==> config.mk <==
export PLATFORM = sky130hd
export DESIGN_NAME = vlcfg_unit
export DESIGN_NICKNAME = d
export VERILOG_FILES = /design/src/rtl/vlcfg_pkg.sv /design/src/rtl/vlcfg_decode.sv /design/src/rtl/vlcfg_sat.sv /design/src/rtl/vlcfg_next.sv /design/src/rtl/vlcfg_unit.sv
export SDC_FILE = /design/constraint.sdc
export NUM_CORES = 1
export LEC_CHECK = 0
export BUFFER_PORTS_ARGS = -buffer_cell sky130_fd_sc_hd__buf_4
export CORE_ASPECT_RATIO = 1.5
export CORE_MARGIN = 2
export CORE_UTILIZATION = 31
export CTS_CLUSTER_DIAMETER = 120
export DETAILED_ROUTE_END_ITERATION = 6
export PLACE_DENSITY_LB_ADDON = 0.15
export SETUP_SLACK_MARGIN = 0.02
export SLEW_MARGIN = 10
export SYNTH_ARGS = -nofsm -noshare
export SYNTH_HDL_FRONTEND = slang
export SYNTH_HIERARCHICAL = 1
export SYNTH_SLANG_ARGS = --single-unit
==> constraint.sdc <==
create_clock -name clk -period 4.5 [get_ports clk]
set_input_delay 0.225 -clock clk [delete_from_list [all_inputs] [get_ports clk]]
set_output_delay 0.225 -clock clk [all_outputs]
set_load 0.02 [all_outputs]
==> src/rtl/vlcfg_pkg.sv <==
// Package: shared types for the vector length configuration unit.
// Assumes a 32-bit instruction word with big-endian field numbering.
package vlcfg_pkg;
    localparam int IMM_W = 7;
    localparam int REG_W = 5;

    // Decoded instruction fields
    typedef struct packed {
        logic [REG_W-1:0] rt;
        logic [REG_W-1:0] ra;
        logic [IMM_W-1:0] imm;
        logic             use_ctr;
        logic             set_mvl;
        logic             set_vl;
        logic             vert_first;
        logic             rc;
    } vlcfg_fields_t;
endpackage

==> src/rtl/vlcfg_decode.sv <==
// Module: vlcfg_decode
// Pulls the register numbers, the length immediate and the control bits out
// of the instruction word. Bit 0 of the format is insn[31].
// Assumes: the caller has already identified the opcode.
module vlcfg_decode
    import vlcfg_pkg::*;
(
    input  logic [31:0]   insn,
    output vlcfg_fields_t fields
);
    // Field extraction: format bit k maps to insn[31-k]
    always_comb begin
        fields.rt         = insn[25:21];
        fields.ra         = insn[20:16];
        fields.imm        = insn[15:9];
        fields.use_ctr    = insn[9];
        fields.set_mvl    = insn[8];
        fields.set_vl     = insn[7];
        fields.vert_first = insn[6];
        fields.rc         = insn[0];
    end
endmodule

==> src/rtl/vlcfg_sat.sv <==
// Module: vlcfg_sat
// Saturates an unsigned source value to the length ceiling MAX_LEN.
// Assumes: SRC_W >= LEN_W.
module vlcfg_sat #(
    parameter int SRC_W   = 64,
    parameter int MAX_LEN = 64,
    parameter int LEN_W   = $clog2(MAX_LEN + 1)
) (
    input  logic [SRC_W-1:0] src,
    output logic [LEN_W-1:0] len
);
    // Clip to the ceiling, otherwise pass the low bits through
    always_comb begin
        if (src > SRC_W'(MAX_LEN)) len = LEN_W'(MAX_LEN);
        else                       len = src[LEN_W-1:0];
    end
endmodule

==> src/rtl/vlcfg_next.sv <==
// Module: vlcfg_next
// Computes the next maximum length, active length and vertical-first flag
// from the decoded controls and the three saturated length sources.
// Assumes: cur_vl <= cur_mvl, and all source lengths are at most the ceiling.
module vlcfg_next #(
    parameter int LEN_W = 7
) (
    input  logic             set_mvl,
    input  logic             set_vl,
    input  logic             vert_first,
    input  logic             use_ctr,
    input  logic             ra_named,
    input  logic [LEN_W-1:0] imm_len,
    input  logic [LEN_W-1:0] ra_len,
    input  logic [LEN_W-1:0] ctr_len,
    input  logic [LEN_W-1:0] cur_mvl,
    input  logic [LEN_W-1:0] cur_vl,
    input  logic             cur_vf,
    output logic [LEN_W-1:0] nxt_mvl,
    output logic [LEN_W-1:0] nxt_vl,
    output logic             nxt_vf
);
    logic [LEN_W-1:0] req_len;
    logic             any_mode;

    // Pick the new maximum length: the immediate or the held value
    always_comb nxt_mvl = set_mvl ? imm_len : cur_mvl;

    // Pick the requested active length from its source
    always_comb begin
        if (!set_vl)      req_len = cur_vl;
        else if (use_ctr) req_len = ctr_len;
        else if (ra_named) req_len = ra_len;
        else              req_len = imm_len;
    end

    // Clamp the request by the new maximum length only
    always_comb nxt_vl = (req_len < nxt_mvl) ? req_len : nxt_mvl;

    // Vertical-first flag follows bit 25 whenever any mode bit is set
    always_comb begin
        any_mode = set_mvl | set_vl | vert_first;
        nxt_vf   = any_mode ? vert_first : cur_vf;
    end
endmodule

==> src/rtl/vlcfg_unit.sv <==
// Module: vlcfg_unit (top)
// Executes the vector length configuration instruction: decodes the fields,
// saturates the three length sources, computes the new lengths and holds the
// state. Write-back strobes are registered and last one cycle.
// Assumes: issue_valid is a single-cycle strobe per instruction; XLEN >= 7.
module vlcfg_unit
    import vlcfg_pkg::*;
#(
    parameter int XLEN    = 64,
    parameter int MAX_LEN = 64
) (
    input  logic                              clk,
    input  logic                              rst_n,
    input  logic                              issue_valid,
    input  logic [31:0]                       insn,
    input  logic [XLEN-1:0]                   ra_value,
    input  logic [XLEN-1:0]                   ctr_value,
    output logic [$clog2(MAX_LEN + 1)-1:0]    mvl_out,
    output logic [$clog2(MAX_LEN + 1)-1:0]    vl_out,
    output logic                              vert_first_out,
    output logic                              rt_we,
    output logic [REG_W-1:0]                  rt_addr,
    output logic [XLEN-1:0]                   rt_data,
    output logic                              cr_we,
    output logic [3:0]                        cr_field
);
    localparam int LEN_W = $clog2(MAX_LEN + 1);
    localparam int NSRC  = 3;   // immediate, register, loop count

    vlcfg_fields_t    f;
    logic [XLEN-1:0]  src_val [NSRC];
    logic [LEN_W-1:0] src_len [NSRC];
    logic [LEN_W-1:0] nxt_mvl;
    logic [LEN_W-1:0] nxt_vl;
    logic             nxt_vf;
    logic             any_mode;

    vlcfg_decode u_decode (
        .insn   (insn),
        .fields (f)
    );

    // Gather the raw sources; the immediate carries its +1 bias here
    always_comb begin
        src_val[0] = XLEN'(f.imm) + XLEN'(1);
        src_val[1] = ra_value;
        src_val[2] = ctr_value;
    end

    for (genvar g = 0; g < NSRC; g++) begin : g_sat
        vlcfg_sat #(
            .SRC_W   (XLEN),
            .MAX_LEN (MAX_LEN),
            .LEN_W   (LEN_W)
        ) u_sat (
            .src (src_val[g]),
            .len (src_len[g])
        );
    end

    vlcfg_next #(
        .LEN_W (LEN_W)
    ) u_next (
        .set_mvl    (f.set_mvl),
        .set_vl     (f.set_vl),
        .vert_first (f.vert_first),
        .use_ctr    (f.use_ctr),
        .ra_named   (f.ra != '0),
        .imm_len    (src_len[0]),
        .ra_len     (src_len[1]),
        .ctr_len    (src_len[2]),
        .cur_mvl    (mvl_out),
        .cur_vl     (vl_out),
        .cur_vf     (vert_first_out),
        .nxt_mvl    (nxt_mvl),
        .nxt_vl     (nxt_vl),
        .nxt_vf     (nxt_vf)
    );

    // Flag an instruction that may modify state
    always_comb any_mode = f.set_mvl | f.set_vl | f.vert_first;

    // Architectural length state
    always_ff @(posedge clk) begin
        if (!rst_n) begin
            mvl_out        <= '0;
            vl_out         <= '0;
            vert_first_out <= 1'b0;
        end else if (issue_valid && any_mode) begin
            mvl_out        <= nxt_mvl;
            vl_out         <= nxt_vl;
            vert_first_out <= nxt_vf;
        end
    end

    // Destination register write-back, one-cycle strobe
    always_ff @(posedge clk) begin
        if (!rst_n) begin
            rt_we   <= 1'b0;
            rt_addr <= '0;
            rt_data <= '0;
        end else begin
            rt_we <= issue_valid && (f.rt != '0);
            if (issue_valid) begin
                rt_addr <= f.rt;
                rt_data <= XLEN'(nxt_vl);
            end
        end
    end

    // Condition field from the resulting active length {LT, GT, EQ, SO}
    always_ff @(posedge clk) begin
        if (!rst_n) begin
            cr_we    <= 1'b0;
            cr_field <= '0;
        end else begin
            cr_we <= issue_valid && f.rc;
            if (issue_valid && f.rc)
                cr_field <= {1'b0, nxt_vl != '0, nxt_vl == '0, 1'b0};
        end
    end
endmodule

==> metrics, run 1 <==
outcome finished, final reports clean; Final HPWL DP 8080 um; Worst Skew 0.00738 ns; CTS Sinks 31; most common cell after layout, fill and taps aside buf_4; final instance count without filler cells 745; Avg Vias per Cell 4.56; Finish-stage setup viols 0; min-delay worst type primary input to register; Leak 2.30 nW; final worst slack 0.682 ns; fin crit period 3.82 ns; RR Startpoint mvl_out[6]$_SDFFE_PN0P_; DRC 0; placed cells 737; Seq/Total Area, Yosys 19.5%; Post-synth EDFFs 0; max cap viols 0; highest clock rate 262 MHz; Nets 797; Die W 86.6 um; Worst-Skew Late Latency 0.27 ns; Total GRT Usage 16.5%; post-CTS sizing 0; Worst Tran Pin Value 0.946 ns; Data required, critical path 4.67 ns; relative slew slack 36.9%; crit path kind primary input to register; Root Driver clkbuf_16; setup_tns 0 ns; Die ar. 11,100 um^2; Die H 128 um; Worst-path clk slew 0.05 ns; initial antenna violation count 0; Fin Hold WS 0.207 ns; port buffer count 182; Final Hold Fails 0; CTS H-tree depth 2; asr flop ratio synth 0%; ant diodes 0; Mapped Cells 418; power density cells 231 nW/um^2; crit path DAT 3.99 ns; GRT Residual Overflow 0; Warnings, synthesis 6; total routed wirelength 9630 um; Synth cell types 41; CTS tree done; routed len/inst 12.9 um; Peak VDD IR 0.216 mV; largest net degree at the start of global routing 47; vias 3,398; synthesized area per cell 7.60 um^2; RSZ-0062 raised after global routing false; Post-CTS Setup Inserts 0; clk buf depth 2; crit path launch insn[9]; Starting DRT DRC Count 109; CORE AREA 10,100 um^2; top_reg_cell synth dfxtp_1; CP startpoint kind primary input; CTS Buf Count 5; drt first pass iters 4; vias in the first global route 3,207; CP Capture Type register; antenna-violating nets left 0; HP Start insn[24]; share of layout cells above drive strength 1 33.6%; Area Overhead vs Synth 44.2%; period utilization 84.8%; # hold bufs at CTS 0; synthesized area 3180 um^2; Seq cells post-synth 31; GPL Wtd Cong 0.885; I/O pin total 253; pre-CTS setup slack 0.393 ns; num rows 45; initial core utilization 31.5%; Max Slew Vio Count 0; commonest cells after routing, fill and taps aside buf_4, conb_1, nor4_1; first-pass GRT wire length 15,000 um; Crit Path Max Fanout 17
[state kept, by name (all words and copies together), names as in the netlist]
name            count
rt_addr             5
cr_we               1
rt_data             7
rt_we               1
mvl_out             7
cr_field            2
vl_out              7
vert_first_out      1
[final cells by class]
class	count	area (um^2)
tap	117	146
timing repair buffer	184	1380
fill	1053	5500
multi-input combinational	391	2220
inverter	14	52.6
clock buffer	7	153
sequential	31	621
clock inverter	1	7.51
[cells in the mapped netlist (8+ instances only)]
cell	number	share of area, %
buf_4	82	19
nor4_1	40	7.9
dfxtp_1	31	20
nand2_1	27	3.2
nor2_1	25	3.0
and3_1	21	4.1
nand3_1	21	3.3
o21ai_0	21	3.3
inv_1	14	1.7
mux2i_1	14	4.4
mux2_2	12	4.3
nor2b_1	12	2.4
nand4_1	11	2.2
a21oi_1	8	1.3
nand2b_1	8	1.6
[through the flow]
| step | instance area, um^2 | power, mW | util (%) |
|---|---|---|---|
| detailed placement | 4420 | 0.708 | 43.8 |
| CTS | 4580 | 1.07 | 45.4 |
| finish | 4580 | 1.06 | 45.4 |
| global route | 4580 | 1.12 | 45.4 |
| global placement | 4420 | 0.702 | 43.8 |
| floorplan | 3600 | 0.588 | - |
[final timing paths]
| kind | end | slack, ns | cells past startpoint |
|---|---|---|---|
| worst max-delay path | cr_field[2]$_SDFFE_PN0P_ | 0.68 | 20 |
| worst min-delay path | rt_we$_SDFF_PN0_ | 0.21 | 2 |
| worst max register to register | cr_field[2]$_SDFFE_PN0P_ | 1.97 | 11 |
| worst min register to register | cr_field[1]$_SDFFE_PN0P_ | 0.48 | 2 |
[layer usage]
metal | GRT usage (%) | share of wire, %
met4 | 4.23 | 1.4
met1 | 20.6 | 41
met2 | 29.0 | 51
met5 | 0 | 0
met3 | 2.64 | 6.9
[where the power goes]
part,internal (mW),switching (mW)
Sequential,0.297,0.0138
Combinational,0.179,0.213
Clock,0.235,0.119
[kinds of logic (layout without fill, tap and decap cells)]
logic type	Yosys count	count (layout)	share of synthesized area, %
fa+ha+maj	7	7	2.76
mux	26	26	8.67
flops	31	31	19.5
buf+inv	110	206	24.1
simple gates	184	184	32.4
compound gates	54	54	11.1
other cells	1	115	0.118
xor+xnor	5	5	1.38
[worst max-delay path, cell delays in order]
cell,delay (ns)
buf_4,0.17
nand3_1,0.13
nor2_1,0.08
and3_1,0.19
nor4_2,0.14
nand4_1,0.12
nor3_2,0.36
nand2_1,0.13
mux2_2,0.27
o211ai_1,0.22
o21ai_0,0.13
ha_1,0.32
a21oi_1,0.19
o21ai_1,0.12
buf_4,0.18
nor3b_1,0.21
a22oi_1,0.16
nor4_1,0.28
nand4_1,0.15
and3b_1,0.21
(Power assumes the default switching activity.)
==> inputs of run 2 (changes only) <==
Clock period 4.5 ns to 3.6 ns, I/O delays scaled along.
==> metrics, run 2 (same netlist as run 1, synthesis figures left out) <==
CTS tree done; total routed wirelength 10,300 um (+7.1%); HP Start insn[25]; routed len/inst 13.2 um (+2.3%); Worst Skew 0.00572 ns (-0.00166 ns); antenna-violating nets left 0 (unchanged); Final HPWL DP 8310 um (+2.9%); clk buf depth 2 (unchanged); CP Capture Type register; # hold bufs at CTS 0 (unchanged); max cap viols 0 (unchanged); relative slew slack 34.2% (-2.7 points); Worst-path clk slew 0.05 ns (about the same); Finish-stage setup viols 0 (unchanged); Data required, critical path 3.78 ns (-0.89 ns); fin crit period 3.52 ns; crit path kind primary input to register; most common cell after layout, fill and taps aside buf_4; Layout fillers 1,028 (-2.4%); Final Hold Fails 0 (unchanged); Peak VDD IR 0.267 mV (+24%); DRC 0 (unchanged); Leak 2.52 nW (+9.4%); final instance count without filler cells 780 (+4.7%); CTS Sinks 31 (unchanged); ant diodes 0 (unchanged); RSZ-0062 raised after global routing true; Die H 128 um (unchanged); Die W 86.6 um (unchanged); largest net degree at the start of global routing 47 (unchanged); period utilization 97.9%; I/O pin total 253 (unchanged); vias 3,536 (+4.1%); Placed Area 4640 um^2 (+5.0%); Crit Path Max Fanout 6 (-11); first-pass GRT wire length 15,500 um (+3.9%); Avg Vias per Cell 4.53 (-0.61%); Root Driver clkbuf_16; CORE AREA 10,100 um^2 (unchanged); initial core utilization 31.5% (unchanged); crit path DAT 3.70 ns (-0.29 ns); Starting DRT DRC Count 72 (-34%); highest clock rate 284 MHz; Worst-Skew Late Latency 0.28 ns (about the same); setup_tns 0 ns (unchanged); num rows 45 (unchanged); outcome finished, final reports clean; Fin Hold WS 0.162 ns (-0.0446 ns); RR Startpoint mvl_out[4]$_SDFFE_PN0P_; power density cells 278 nW/um^2 (+21%); Nets 832 (+4.4%); Worst Tran Pin Value 0.987 ns (+0.0408 ns); commonest cells after routing, fill and taps aside buf_4, conb_1, nor4_1; GPL Wtd Cong 0.873 (-1.3%); crit path launch insn[9]; post-route cell area 5040 um^2 (+10%); placed cells 765 (+3.8%); vias in the first global route 3,378 (+5.3%); Max Slew Vio Count 0 (unchanged); drt first pass iters 4 (unchanged); Total GRT Usage 17.1% (+0.62 points); share of layout cells above drive strength 1 41.6% (+8.0 points); initial antenna violation count 0 (unchanged); CTS Buf Count 5 (unchanged); GRT Residual Overflow 0 (unchanged); min-delay worst type primary input to register; Area Overhead vs Synth 58.6%; port buffer count 182 (unchanged); Die ar. 11,100 um^2 (unchanged); biggest registers after layout mvl_out (7), rt_data (7), vl_out (7); CTS H-tree depth 2 (unchanged); CP startpoint kind primary input
-- run 2: repair_timing --
action / CTS / global route
endpoints found under the setup margin: 0 / 16
resized for setup: 0 / 46
buffers inserted: 0 / 7
-- run 2: path summary, 6_finish.rpt --
check / endpoint / slack [ns] / depth (start not counted)
setup / recovery: cr_field[2]$_SDFFE_PN0P_ / 0.08 / 19
hold / removal: rt_addr[4]$_SDFFE_PN0P_ / 0.16 / 3
setup reg to reg: vl_out[6]$_SDFFE_PN0P_ / 1.24 / 10
hold reg to reg: mvl_out[6]$_SDFFE_PN0P_ / 0.48 / 2
-- run 2: worst max-delay path, cell delays in order --
cell	delay, ns
buf_6	0.10
ha_1	0.20
and3_4	0.17
xor2_2	0.20
nor4_1	0.07
nand2_1	0.09
a21oi_2	0.08
and3_4	0.21
mux2_2	0.26
o211ai_1	0.33
o21ai_1	0.13
ha_1	0.36
a21o_1	0.20
o31ai_2	0.20
buf_4	0.20
a22oi_2	0.07
nor4_1	0.28
nand4_1	0.14
and3b_1	0.20
-- run 2: layer usage --
| layer | share of wire (%) | wire, um | GRT usage, % | vias to the layer above |
|---|---|---|---|---|
| li1 | - | - | - | 1797 |
| met1 | 41 | 4220 | 21.0 | 1603 |
| met3 | 5.8 | 597 | 2.90 | 10 |
| met4 | 1.2 | 127 | 4.23 | 0 |
| met5 | 0 | 0 | 0 | - |
| met2 | 52 | 5360 | 30.5 | 126 |
-- run 2: power breakdown --
group	internal [mW]	leakage (nW)	total, mW	switching [mW]
Combinational	0.296	2.20	0.603	0.307
Clock	0.255	0.0669	0.409	0.155
Sequential	0.371	0.254	0.389	0.0177
-- run 2: layout make-up --
class,count,area [um^2],share of cell area (%)
multi-input combinational,391,2410,47.9
timing repair buffer,219,1660,33.0
sequential,31,621,12.3
tap,117,146,2.91
clock buffer,6,129,2.56
inverter,14,52.6,1.04
clock inverter,2,12.5,0.248
-- run 2: metrics by stage --
stage                     setup WS [ns]  util (%)  total power, mW
after floorplan                   0.127         -            0.737
after global placement           -0.202      46.0            0.925
after detailed placement         -0.210      46.0            0.930
after CTS                        0.0351      47.4             1.34
after global routing            -0.0938      50.0             1.48
final                            0.0774      50.0             1.40
